<file path="src/rtl/acc_cpu_pkg.sv">
package acc_cpu_pkg;

  typedef enum logic [2:0] {
    OP_LOAD  = 3'b000,
    OP_ADD   = 3'b001,
    OP_SUB   = 3'b010,
    OP_STORE = 3'b011,
    OP_JUMP  = 3'b100,
    OP_JUMPZ = 3'b101,
    OP_SPARE = 3'b110,
    OP_HALT  = 3'b111
  } opcode_t;

  typedef enum logic [1:0] {
    PH_FETCH = 2'd0,
    PH_EXEC  = 2'd1,
    PH_HALT  = 2'd2
  } phase_t;

  typedef enum logic {
    ALU_ADD = 1'b0,
    ALU_SUB = 1'b1
  } alu_op_t;

endpackage

</file>
<file path="src/rtl/acc_ram.sv">
module acc_ram #(
  parameter int ADDR_W = 6,
  parameter int DATA_W = 10
) (
  input  logic              clk,
  input  logic              we,
  input  logic [ADDR_W-1:0] waddr,
  input  logic [DATA_W-1:0] wdata,
  input  logic [ADDR_W-1:0] raddr_a,
  output logic [DATA_W-1:0] rdata_a,
  input  logic [ADDR_W-1:0] raddr_b,
  output logic [DATA_W-1:0] rdata_b
);
  localparam int DEPTH = 1 << ADDR_W;

  logic [DATA_W-1:0] cells [DEPTH];

  always_ff @(posedge clk) begin
    if (we) cells[waddr] <= wdata;
  end

  assign rdata_a = cells[raddr_a];
  assign rdata_b = cells[raddr_b];
endmodule

</file>
<file path="src/rtl/acc_alu.sv">
module acc_alu
  import acc_cpu_pkg::*;
#(
  parameter int DATA_W = 10
) (
  input  alu_op_t           op,
  input  logic [DATA_W-1:0] left,
  input  logic [DATA_W-1:0] right,
  output logic [DATA_W-1:0] result
);
  // Arithmetic wraps at the word width.
  function automatic logic [DATA_W-1:0] calc(alu_op_t f, logic [DATA_W-1:0] a,
                                             logic [DATA_W-1:0] b);
    if (f == ALU_SUB) return a - b;
    return a + b;
  endfunction

  assign result = calc(op, left, right);
endmodule

</file>
<file path="src/rtl/acc_decode.sv">
module acc_decode
  import acc_cpu_pkg::*;
#(
  parameter int ADDR_W = 6,
  parameter int DATA_W = 10
) (
  input  logic [DATA_W-1:0] ir,
  output logic [ADDR_W-1:0] operand,
  output logic              imm_sel,
  output alu_op_t           alu_op,
  output logic              acc_we,
  output logic              zero_left,
  output logic              do_store,
  output logic              do_jump,
  output logic              do_jumpz,
  output logic              do_halt
);
  localparam int OPC_LSB = DATA_W - 3;
  localparam int IMM_BIT = DATA_W - 4;

  opcode_t opc;

  assign opc     = opcode_t'(ir[DATA_W-1:OPC_LSB]);
  assign imm_sel = ir[IMM_BIT];
  assign operand = ir[ADDR_W-1:0];

  always_comb begin
    alu_op    = ALU_ADD;
    acc_we    = 1'b0;
    zero_left = 1'b0;
    do_store  = 1'b0;
    do_jump   = 1'b0;
    do_jumpz  = 1'b0;
    do_halt   = 1'b0;
    unique case (opc)
      OP_LOAD:  begin acc_we = 1'b1; zero_left = 1'b1; end
      OP_ADD:   acc_we = 1'b1;
      OP_SUB:   begin acc_we = 1'b1; alu_op = ALU_SUB; end
      OP_STORE: do_store = 1'b1;
      OP_JUMP:  do_jump = 1'b1;
      OP_JUMPZ: do_jumpz = 1'b1;
      OP_HALT:  do_halt = 1'b1;
      default:  ;
    endcase
  end
endmodule

</file>
<file path="src/rtl/acc_cpu.sv">
module acc_cpu
  import acc_cpu_pkg::*;
#(
  parameter int ADDR_W = 6,
  parameter int DATA_W = 10
) (
  input  logic              clk,
  input  logic              rst,
  input  logic              hst_we,
  input  logic [ADDR_W-1:0] hst_addr,
  input  logic [DATA_W-1:0] hst_wdata,
  output logic [DATA_W-1:0] hst_rdata,
  output logic              halted,
  output logic [ADDR_W-1:0] dbg_pc,
  output logic [DATA_W-1:0] dbg_acc
);
  localparam int PAD_W = DATA_W - ADDR_W;

  phase_t            phase;
  logic [ADDR_W-1:0] pc;
  logic [DATA_W-1:0] acc;
  logic [DATA_W-1:0] ir;

  logic [ADDR_W-1:0] d_operand;
  logic              d_imm, d_acc_we, d_zero_left, d_store, d_jump, d_jumpz, d_halt;
  alu_op_t           d_alu_op;

  logic [ADDR_W-1:0] core_raddr;
  logic [DATA_W-1:0] core_rdata;
  logic [DATA_W-1:0] sel_value;
  logic [DATA_W-1:0] alu_left;
  logic [DATA_W-1:0] alu_out;

  logic              mem_we;
  logic [ADDR_W-1:0] mem_waddr;
  logic [DATA_W-1:0] mem_wdata;

  // Named events, observed by the bound checker.
  logic in_fetch, in_exec, ex_jump, ex_halt, core_we, host_we_eff;

  assign in_fetch    = (phase == PH_FETCH);
  assign in_exec     = (phase == PH_EXEC);
  assign halted      = (phase == PH_HALT);
  assign ex_jump     = in_exec && (d_jump || (d_jumpz && (acc == '0)));
  assign ex_halt     = in_exec && d_halt;
  assign core_we     = in_exec && d_store && !rst;
  assign host_we_eff = hst_we && (rst || halted);

  acc_decode #(.ADDR_W(ADDR_W), .DATA_W(DATA_W)) u_dec (
    .ir        (ir),
    .operand   (d_operand),
    .imm_sel   (d_imm),
    .alu_op    (d_alu_op),
    .acc_we    (d_acc_we),
    .zero_left (d_zero_left),
    .do_store  (d_store),
    .do_jump   (d_jump),
    .do_jumpz  (d_jumpz),
    .do_halt   (d_halt)
  );

  // Core read port: the counter while fetching, the operand while executing.
  assign core_raddr = in_fetch ? pc : d_operand;

  // Operand multiplexer: memory word or the immediate field.
  assign sel_value = d_imm ? {{PAD_W{1'b0}}, d_operand} : core_rdata;
  assign alu_left  = d_zero_left ? '0 : acc;

  acc_alu #(.DATA_W(DATA_W)) u_alu (
    .op     (d_alu_op),
    .left   (alu_left),
    .right  (sel_value),
    .result (alu_out)
  );

  assign mem_we    = core_we || host_we_eff;
  assign mem_waddr = core_we ? d_operand : hst_addr;
  assign mem_wdata = core_we ? acc : hst_wdata;

  acc_ram #(.ADDR_W(ADDR_W), .DATA_W(DATA_W)) u_ram (
    .clk     (clk),
    .we      (mem_we),
    .waddr   (mem_waddr),
    .wdata   (mem_wdata),
    .raddr_a (core_raddr),
    .rdata_a (core_rdata),
    .raddr_b (hst_addr),
    .rdata_b (hst_rdata)
  );

  always_ff @(posedge clk) begin
    if (rst) begin
      phase <= PH_FETCH;
      pc    <= '0;
      acc   <= '0;
      ir    <= '0;
    end else begin
      unique case (phase)
        PH_FETCH: begin
          ir    <= core_rdata;
          phase <= PH_EXEC;
        end
        PH_EXEC: begin
          if (d_acc_we) acc <= alu_out;
          if (d_halt) begin
            phase <= PH_HALT;
          end else begin
            phase <= PH_FETCH;
            pc    <= ex_jump ? d_operand : pc + 1'b1;
          end
        end
        default: ;
      endcase
    end
  end

  assign dbg_pc  = pc;
  assign dbg_acc = acc;
endmodule

</file>
<file path="config.mk">
export PLATFORM = sky130hd
export DESIGN_NAME = acc_cpu
export DESIGN_NICKNAME = d
export VERILOG_FILES = /design/src/rtl/acc_cpu_pkg.sv /design/src/rtl/acc_ram.sv /design/src/rtl/acc_alu.sv /design/src/rtl/acc_decode.sv /design/src/rtl/acc_cpu.sv
export SDC_FILE = /design/constraint.sdc
export NUM_CORES = 1
export LEC_CHECK = 0
export BUFFER_PORTS_ARGS = -buffer_cell sky130_fd_sc_hd__buf_2
export CAP_MARGIN = 20
export CORE_MARGIN = 1
export CORE_UTILIZATION = 25
export CTS_CLUSTER_SIZE = 16
export DETAILED_ROUTE_END_ITERATION = 16
export PLACE_DENSITY = 0.39
export SLEW_MARGIN = 5
export SYNTH_ARGS = -nofsm -noshare
export SYNTH_HDL_FRONTEND = slang
export SYNTH_SLANG_ARGS = --single-unit
export TNS_END_PERCENT = 5
</file>
<file path="constraint.sdc">
create_clock -name clk -period 9.7 [get_ports clk]
set_clock_uncertainty 0.05 [all_clocks]
set_input_delay 1.94 -clock clk [delete_from_list [all_inputs] [get_ports clk]]
set_output_delay 1.94 -clock clk [all_outputs]
set_load 0.02 [all_outputs]
</file>
==> results of run 1 <==
[cell usage in the layout, fill, tap and decap left out, types with 12 or more instances in the layout]
cell and instances:
sky130_fd_sc_hd__buf_2 42, sky130_fd_sc_hd__a21oi_1 51, sky130_fd_sc_hd__o21ai_0 67, sky130_fd_sc_hd__mux2_2 28
sky130_fd_sc_hd__dfxtp_1 28, sky130_fd_sc_hd__mux2i_1 85, sky130_fd_sc_hd__nand2_1 229, sky130_fd_sc_hd__nor2_1 59
sky130_fd_sc_hd__clkbuf_16 78, sky130_fd_sc_hd__nand2b_1 26, sky130_fd_sc_hd__edfxtp_1 640, sky130_fd_sc_hd__nor3_1 25
sky130_fd_sc_hd__buf_4 61, sky130_fd_sc_hd__a31oi_1 20, sky130_fd_sc_hd__o211ai_1 28, sky130_fd_sc_hd__and3_1 21
sky130_fd_sc_hd__nand4_1 27, sky130_fd_sc_hd__mux4_2 274, sky130_fd_sc_hd__clkbuf_1 18, sky130_fd_sc_hd__a32oi_1 16
sky130_fd_sc_hd__inv_1 12, sky130_fd_sc_hd__nand3_1 90, sky130_fd_sc_hd__clkinv_1 15, sky130_fd_sc_hd__nor2_2 60
sky130_fd_sc_hd__a211oi_1 20
[flip-flops by register name (all words and copies together) (netlist names)]
register	count
u_ram.cells	640
dbg_pc	6
phase	2
ir	10
dbg_acc	10
[kinds of logic (layout without fill, tap and decap cells)]
group,after synthesis,count (layout)
compound gates,304,304
xor+xnor,14,14
fa+ha+maj,12,12
buf+inv,180,260
flops,668,668
mux,395,395
other cells,0,2
simple gates,586,586
[cell type report]
| class | count | area [um2] |
|---|---|---|
| antenna | 2 | 5.00 |
| clock buffer | 96 | 2020 |
| clock inverter | 42 | 382 |
| fill | 13100 | 93500 |
| inverter | 12 | 45.0 |
| multi-input combinational | 1311 | 12800 |
| sequential | 668 | 19800 |
| tap | 1755 | 2200 |
| timing repair buffer | 110 | 783 |
[power breakdown]
group	total, mW	internal, mW	switching (mW)
Combinational	1.45	0.519	0.927
Sequential	3.25	3.19	0.0518
Clock	2.86	1.64	1.22
[layer usage]
metal | track usage [%] | up-vias | wire (um)
met3 | 2.71 | 152 | 8650
met1 | 25.8 | 11400 | 55300
met4 | 5.64 | 2 | 3560
met2 | 28.3 | 1003 | 56400
met5 | 0 | - | 13
li1 | - | 8836 | -
[worst max-delay path, cell delays in order]
cell,delay [ns]
sky130_fd_sc_hd__buf_8,0.62
sky130_fd_sc_hd__buf_4,0.70
sky130_fd_sc_hd__mux4_2,0.58
sky130_fd_sc_hd__mux4_2,0.64
sky130_fd_sc_hd__mux4_2,0.57
sky130_fd_sc_hd__buf_2,0.20
[metrics by stage]
| step | hold WS (ns) | total power [mW] | area (um2) | utilization (%) | std cells |
|---|---|---|---|---|---|
| 2_1_floorplan | 0.432 | 4.22 | 33100 | - | 2159 |
| 3_3_place_gp | 0.450 | 4.75 | 35500 | 27.0 | 3854 |
| 3_5_place_dp | 0.450 | 4.75 | 35500 | 27.0 | 3854 |
| 4_1_cts | 0.460 | 7.61 | 37900 | 28.9 | 3992 |
| 5_1_grt | 0.491 | 7.80 | 38000 | 28.9 | 3994 |
| 6_report | 0.464 | 7.55 | 38000 | 28.9 | 3996 |
[worst max-delay path by stage]
stage | slack, ns | cells after the start | from | end
floorplan | 3.18 | 6 | hst_addr[1] | hst_rdata[6]
global placement | 2.26 | 6 | hst_addr[1] | hst_rdata[1]
detailed placement | 2.30 | 6 | hst_addr[1] | hst_rdata[1]
CTS | 2.32 | 6 | hst_addr[1] | hst_rdata[1]
global route | 2.14 | 22 | phase[0] | dbg_acc[9]
finish | 2.34 | 6 | hst_addr[1] | hst_rdata[1]
==> impl_metrics.tcl, run 1 <==
set metrics [dict create \
    run_status "complete, no violations" \
    synth_top_area_share_pct 58.1 \
    worst_pin_slew_ns 1.20 \
    synthArstFlopShare_pct 0 \
    rows 133 \
    initial_utilization_pct 25.2 \
    portBuffers 45 \
    timing.final.ws_setup_ns 2.34 \
    fin_nets 2210 \
    top_level_ports 46 \
    first_pass_grt_wire_length_um 172000 \
    r2r-start "phase[0]" \
    cp_data_required_time_ns 7.71 \
    clock_root_buffer "sky130_fd_sc_hd__clkbuf_16" \
    synth.yosys.warnings 0 \
    share_of_cells_above_drive_strength_1_pct 27.0 \
    drt-initial-drc-count 2618 \
    worst-r2r-setup-slack_ns 2.53 \
    grt_start_max_net_pins 86 \
    core-area_um2 131000 \
    finalWorstPathRequiredPeriod_ns 7.36 \
    top_cells_by_count_synth "sky130_fd_sc_hd__edfxtp_1, sky130_fd_sc_hd__mux4_2, sky130_fd_sc_hd__nand2_1, sky130_fd_sc_hd__nor2_1" \
    postSynth.topFlopCell "sky130_fd_sc_hd__edfxtp_1" \
    synth_enable_flop_cells 640 \
    grt.total_usage_pct 18.1 \
    relSlewSlack_pct 20.1 \
    synth.top_cells.by_area "sky130_fd_sc_hd__edfxtp_1, sky130_fd_sc_hd__mux4_2, sky130_fd_sc_hd__mux2i_1" \
    synthesized_area_fraction_occupied_by_ao_oa_aoi_and_oai_cells_pct 6.28 \
    viasPerCell 5.36 \
    holdBufCountCts 0 \
    hold_viol 0 \
    die_w_um 366 \
    cts_sinks 668 \
    fmax_mhz 136 \
    highest_net_fanout_along_the_worst_path 76 \
    place_worst_setup_slack_ns 2.30 \
    clock_tree.htree_level_count 3 \
    synthSimpleGateAreaFrac_pct 8.15 \
    drcViolationCount 0 \
    hold_path.startpoint "dbg_acc[3]" \
    worst_hold_class "reg -> reg" \
    antenna_found_initial 10 \
    worstSetupStartpointType "primary input" \
    grt_setup_unrepaired "no" \
    r2r_cells 22 \
    syn_area_um2 33100 \
    synth.lib_cells_used.distinct 74 \
    worst-setup-path-type "in -> out" \
    min_to "dbg_acc[3]" \
    maxCapViolations 0 \
    yosys-mux-area-fraction_pct 22.5 \
    ir_worst_vdd_mv 0.126 \
    post_cts.repair.setup_buffers 0 \
    finalSetupViolations 0 \
    xor_and_xnor_fraction_of_the_mapped_netlist_area_pct 0.416 \
    drt_first_pass_iters 6 \
    gpl.final_weighted_congestion 0.816 \
    worstSetupEndpointType "output port" \
    synthAdderAreaFrac_pct 0.476 \
    combinational_family_with_the_most_area_after_synthesis "multiplexers" \
    dp_hpwl_um 77500 \
    clk_transition_reported_paths_ns 0.06 \
    maxSlewViolCount 0 \
    routed_wirelength_um 124000 \
    reg2reg_to "dbg_acc[9]" \
    grt_pass1_vias 21100 \
    timing.critical_path.arrival_ns 5.37 \
    worstHoldPathCells 2 \
    synth.most_common_cell "sky130_fd_sc_hd__edfxtp_1" \
    clockBufferDepth 3 \
    postSynthNetCount 2190 \
    worst_skew_pair.late_latency_ns 0.65 \
    post-synth-top-area-cell "sky130_fd_sc_hd__edfxtp_1" \
    ys_seq_area_share_pct 59.8 \
    grt.overflow.total 0 \
    flow.area_growth_from_synthesis_pct 14.8 \
    dieArea_um2 134000 \
    total_leakage_power_nw 11.8 \
    wl_per_cell_um 31.0 \
    totalNegativeSetupSlack_ns 0 \
    ys_ff_latch 668 \
    p_per_area_nw_per_um2 199 \
    die-height_um 366 \
    final.period_utilization_pct 75.9 \
    synthCells 2159 \
    cts_tree "done" \
    syn_area_per_cell_um2 15.3 \
    drt.antenna.violating_nets 0 \
    cts.repair.resized 0 \
    num_vias 21400 \
    cts_made_buffers 76 \
]
Power figures use the tool's default switching activity.
==> run 2: changes to the inputs <==
--- a/config.mk
+++ b/config.mk
@@ -11,7 +11,7 @@
 export CORE_UTILIZATION = 25
 export CTS_CLUSTER_SIZE = 16
 export DETAILED_ROUTE_END_ITERATION = 16
-export PLACE_DENSITY = 0.39
+export PLACE_DENSITY = 0.4
 export SLEW_MARGIN = 5
 export SYNTH_ARGS = -nofsm -noshare
 export SYNTH_HDL_FRONTEND = slang
==> constraint.sdc (replaced) <==
create_clock -name clk -period 6.71 [get_ports clk]
set_clock_uncertainty 0.05 [all_clocks]
set_input_delay 1.342 -clock clk [delete_from_list [all_inputs] [get_ports clk]]
set_output_delay 1.342 -clock clk [all_outputs]
set_load 0.02 [all_outputs]
==> run 2 against run 1 <==
Wire length is 0.20% higher. Die area unchanged. Sequential share of layout area shrank 1.1 points. Design area grew 2.2%. Combinational power is 50% higher. First-iteration DRC count decreased by 16%. Utilization increased by 0.64 points. Sequential power grew 44%. Non-clock buffer count is 85 higher. Critical endpoint is now dbg_acc[9]. Largest cell class unchanged. Highest routed layer is now met4.
==> impl_metrics.tcl, run 2 (synthesis results as in run 1) <==
set metrics [dict create \
    num_vias 21600 \
    comb_power_share_pct 19.3 \
    post_cts.repair.setup_buffers 0 \
    worst_hold_class "reg -> reg" \
    relSlewSlack_pct 22.4 \
    maxSlewViolCount 0 \
    registers.top_by_ff_count "u_ram.cells" \
    cp_data_required_time_ns 7.25 \
    die_w_um 366 \
    drt_first_pass_iters 5 \
    worst_pin_slew_ns 1.16 \
    worstSetupStartpointType "flip-flop" \
    endpoint "dbg_acc[9]" \
    largest_register_ff_count 640 \
    worst-setup-path-type "reg -> reg" \
    grt_setup_unrepaired "no" \
    top_level_ports 46 \
    gpl.final_weighted_congestion 0.867 \
    sw_frac_of_total_pct 28.5 \
    clock_power_share_pct 39.1 \
    r2r_cells 23 \
    fmax_mhz 161 \
    core-area_um2 131000 \
    rows 133 \
    clk_transition_reported_paths_ns 0.06 \
    grt.total_usage_pct 18.3 \
    first_pass_grt_wire_length_um 174000 \
    clock_tree.htree_level_count 3 \
    reg2reg_to "dbg_acc[9]" \
    internal_power_mw 8.04 \
    place_worst_setup_slack_ns 0.565 \
    highest_net_fanout_along_the_worst_path 34 \
    most_frequent_cells_in_the_layout "sky130_fd_sc_hd__edfxtp_1, sky130_fd_sc_hd__mux4_2, sky130_fd_sc_hd__nand2_1, sky130_fd_sc_hd__buf_4, sky130_fd_sc_hd__nor2_1" \
    cts_sinks 668 \
    cts_made_buffers 76 \
    timing.critical_path.arrival_ns 6.77 \
    drt.antenna.violating_nets 0 \
    maxCapViolations 0 \
    placedCellCount 3941 \
    flow.area_growth_from_synthesis_pct 17.3 \
    clockBufferDepth 3 \
    routed_wirelength_um 124000 \
    power_frac_seq_pct 41.6 \
    cts_tree "done" \
    viasPerCell 5.29 \
    run_status "complete, no violations" \
    finalWorstPathRequiredPeriod_ns 6.22 \
    path_cells "nor3b_4, nor2_4, buf_4, buf_4, mux4_2, nor2_1, o31ai_1, nand2_1, o2111a_1, ha_1, nor2_1, a21o_1, ha_1, nor2b_1, o21ai_0, nand2b_1, a21o_1, a2111oi_0, nor3_1, a31oi_1, xor3_1, a211o_1, o2111ai_1" \
    grt_start_max_net_pins 70 \
    drcViolationCount 0 \
    stdcell_count 4081 \
    drt-initial-drc-count 2211 \
    grt.overflow.total 0 \
    placedInstanceArea_um2 36200 \
    initial_utilization_pct 25.2 \
    worstSetupEndpointType "flip-flop" \
    worst_skew_pair.late_latency_ns 0.68 \
    antenna_found_initial 3 \
    power.switching_mw 3.21 \
    crit_slowest_cell "sky130_fd_sc_hd__dfxtp_1" \
    cts.repair.resized 0 \
    layout_commonest_cell "sky130_fd_sc_hd__edfxtp_1" \
    portBuffers 45 \
    share_of_cells_above_drive_strength_1_pct 28.6 \
    holdBufCountCts 0 \
    p_per_area_nw_per_um2 290 \
    crit_path_start "phase[1]" \
    die-height_um 366 \
    r2r-start "phase[1]" \
    worst-r2r-setup-slack_ns 0.49 \
    fill_cells 13100 \
    final.period_utilization_pct 92.7 \
    clock_root_buffer "sky130_fd_sc_hd__clkbuf_16" \
    grt_pass1_vias 21700 \
    hold_viol 0 \
    total_leakage_power_nw 12.4 \
    ir_worst_vdd_mv 0.179 \
    finalSetupViolations 0 \
    highest_cell_delay_on_the_worst_timing_path_ns 0.66 \
    totalNegativeSetupSlack_ns 0 \
    stdcell_area_um2 38800 \
    dieArea_um2 134000 \
    timing.final.ws_setup_ns 0.490 \
    wl_per_cell_um 30.4 \
    fin_nets 2295 \
    dp_hpwl_um 82200 \
]
-- run 2: worst max-delay path, delay by kind of cell (launching register included) --
| family | cells | cell delay (ns) |
|---|---|---|
| AND/OR/NAND/NOR | 8 | 0.86 |
| adder cells (fa/ha/maj) | 2 | 0.61 |
| AO/OA/AOI/OAI | 9 | 2.14 |
| buffers and inverters | 2 | 0.99 |
| flip-flops | 1 | 0.66 |
| XOR/XNOR | 1 | 0.47 |
| multiplexers | 1 | 0.32 |
-- run 2: power groups by stage --
stage	logic [mW]	registers, mW	clock network (mW)
global placement	2.17	4.76	0
global route	2.31	4.68	4.62
CTS	2.17	4.68	4.49
finish	2.17	4.68	4.39
floorplan	1.34	4.76	0
detailed placement	2.16	4.76	0
-- run 2: worst min path at each step --
stage / startpoint / to / slack (ns) / cells after the start
4_1_cts: dbg_acc[6] / dbg_acc[6] / 0.47 / 2
3_3_place_gp: dbg_acc[5] / dbg_acc[5] / 0.45 / 2
2_1_floorplan: ir[8] / ir[8] / 0.43 / 2
3_5_place_dp: dbg_acc[6] / dbg_acc[6] / 0.46 / 2
5_1_grt: dbg_acc[6] / dbg_acc[6] / 0.48 / 2
6_report: dbg_acc[6] / dbg_acc[6] / 0.47 / 2
-- run 2: final cells by class --
class | instances | area, um2 | area share (%)
flip-flops and latches | 668 | 19800 | 51.0
multi-input cells | 1311 | 12700 | 32.6
well taps | 1755 | 2200 | 5.66
clock buffers | 89 | 2050 | 5.29
repair buffers | 195 | 1510 | 3.90
clock inverters | 49 | 548 | 1.41
inverters | 12 | 45.0 | 0.116
diodes | 2 | 5.00 | 0.0129
-- run 2: stage by stage --
step	total power [mW]	util [%]	hold slack, ns
after floorplan	6.10	-	0.432
after CTS	11.3	29.5	0.471
after detailed placement	6.92	27.5	0.460
after global routing	11.6	29.5	0.484
final	11.2	29.5	0.471
after global placement	6.93	27.5	0.449
-- run 2: layer usage --
layer	track usage (%)	up-vias	part of all wire [%]	wire length, um
li1	-	8994	-	-
met1	25.1	11500	44	54400
met3	2.81	155	6.0	7480
met2	29.8	939	48	59100
met5	0	-	0	0
met4	5.43	0	2.6	3230
==> run 3: changes to the inputs <==
==> constraint.sdc (replaced) <==
create_clock -name clk -period 6.71 [get_ports clk]
set_clock_uncertainty 0.05 [all_clocks]
set_input_delay 1.342 -clock clk [delete_from_list [all_inputs] [get_ports clk]]
set_output_delay 1.342 -clock clk [all_outputs]
set_load 0.1 [all_outputs]
==> run 3 against run 2 <==
Die area unchanged. Sequential power about the same. Highest routed layer unchanged. Utilization is 0.23 points lower. Clock-buffer cell count grew 11. Global-route usage is 0.30 points lower. Final cell count down 0.44%.
==> impl_metrics.tcl, run 3 (synthesis results as in run 1) <==
set metrics [dict create \
    clockBufferDepth 3 \
    fmax_mhz 162 \
    num_vias 21500 \
    ir_worst_vdd_mv 0.193 \
    worst_skew_pair.late_latency_ns 0.64 \
    fin_nets 2282 \
    antenna_cells 0 \
    r2r_cells 18 \
    grt.total_usage_pct 18.0 \
    total_power_mw 11.0 \
    drt.antenna.violating_nets 0 \
    die-height_um 366 \
    viasPerCell 5.30 \
    cts_sinks 668 \
    drt_first_pass_iters 8 \
    maxCapViolations 0 \
    worst_pin_slew_ns 1.16 \
    timing.critical_path.arrival_ns 6.68 \
    cts.repair.resized 0 \
    run_status "complete, no violations" \
    crit_slowest_cell "sky130_fd_sc_hd__nor3_1" \
    die_w_um 366 \
    grt_start_max_net_pins 65 \
    placedCellCount 3927 \
    clock_tree.htree_level_count 3 \
    post_cts.repair.setup_buffers 0 \
    worst_hold_class "reg -> reg" \
    gpl.final_weighted_congestion 0.861 \
    cts_tree "done" \
    clk_transition_reported_paths_ns 0.06 \
    largest_register_ff_count 640 \
    p_per_area_nw_per_um2 287 \
    maxSlewViolCount 0 \
    portBuffers 45 \
    grt_pass1_vias 21600 \
    final-seq-area_um2 19800 \
    flow.area_growth_from_synthesis_pct 16.4 \
    dp_hpwl_um 81900 \
    dieArea_um2 134000 \
    hold_viol 0 \
    initial_utilization_pct 25.2 \
    clock_root_buffer "sky130_fd_sc_hd__clkbuf_16" \
    total_leakage_power_nw 12.2 \
    finalSetupViolations 0 \
    grt_setup_unrepaired "no" \
    share_of_cells_above_drive_strength_1_pct 28.1 \
    totalNegativeSetupSlack_ns 0 \
    highest_cell_delay_on_the_worst_timing_path_ns 0.51 \
    holdBufCountCts 0 \
    wl_per_cell_um 30.2 \
    top_level_ports 46 \
    layout.core_utilization_pct 29.3 \
    rows 133 \
    worst-setup-path-type "reg -> reg" \
    first_pass_grt_wire_length_um 172000 \
    cts_made_buffers 77 \
    stdcell_count 4063 \
    highest_net_fanout_along_the_worst_path 24 \
    worstSetupEndpointType "flip-flop" \
    critical_path.most_common_cell "sky130_fd_sc_hd__buf_4" \
    hold_slack_ns 0.476 \
    layout_commonest_cell "sky130_fd_sc_hd__edfxtp_1" \
    core-area_um2 131000 \
    most_frequent_cells_in_the_layout "sky130_fd_sc_hd__edfxtp_1, sky130_fd_sc_hd__mux4_2, sky130_fd_sc_hd__nand2_1, sky130_fd_sc_hd__buf_4, sky130_fd_sc_hd__nand3_1" \
    multiInputGateArea_um2 12700 \
    cp_data_required_time_ns 7.22 \
    relSlewSlack_pct 22.7 \
    registers.top_by_ff_count "u_ram.cells" \
    worstSetupStartpointType "flip-flop" \
    drt-initial-drc-count 2359 \
    path_cells "nor2_4, buf_12, buf_4, mux2i_4, buf_4, buf_4, a32oi_1, and3_1, nor3_1, o22ai_1, xnor2_1, ha_1, a2111oi_0, nor3_1, a31oi_1, xor3_1, a211o_1, o2111ai_1" \
    fill_cells 13100 \
    finalWorstPathRequiredPeriod_ns 6.17 \
    antenna_found_initial 4 \
    final.period_utilization_pct 91.9 \
    drcViolationCount 0 \
    worstHoldPathCells 2 \
    grt.overflow.total 0 \
    routed_wirelength_um 123000 \
]
run 3: per-layer routing:
layer	GRT usage [%]	routed length, um	up-vias
li1	-	-	8961
met1	24.7	53200	11400
met2	29.2	58100	947
met3	2.67	7830	164
met4	5.74	3680	0
met5	0	0	-
run 3: metrics by stage:
stage          instance area [um2]  setup slack [ns]
2_1_floorplan                33100             0.914
3_5_place_dp                 36200             0.578
3_3_place_gp                 36200             0.610
4_1_cts                      38500             0.557
6_report                     38500             0.540
5_1_grt                      38500             0.190
run 3: worst paths after layout:
path / start / endpoint / slack, ns
max: phase[1] / dbg_acc[9] / 0.54
min: dbg_acc[6] / dbg_acc[6] / 0.48
max reg2reg: phase[1] / dbg_acc[9] / 0.54
min reg2reg: dbg_acc[6] / dbg_acc[6] / 0.48
run 3: worst max-delay path, delay by kind of cell (launching register included):
family / cells / cell delay [ns]
flops: 1 / 0.47
buf+inv: 4 / 1.27
fa+ha+maj: 1 / 0.29
simple gates: 4 / 1.31
xor+xnor: 2 / 0.74
compound gates: 6 / 1.46
mux: 1 / 0.47
run 3: final cells by class:
type	instances	area share [%]
flip-flops and latches	668	51.4
multi-input cells	1311	32.9
well taps	1755	5.70
clock buffers	100	5.44
repair buffers	181	3.78
clock inverters	36	0.653
inverters	12	0.117
run 3: power by group:
part	switching [mW]	leakage [nW]	internal [mW]
clock network	1.73	1.13	2.28
registers	0.0687	5.98	4.62
logic	1.54	5.10	0.801
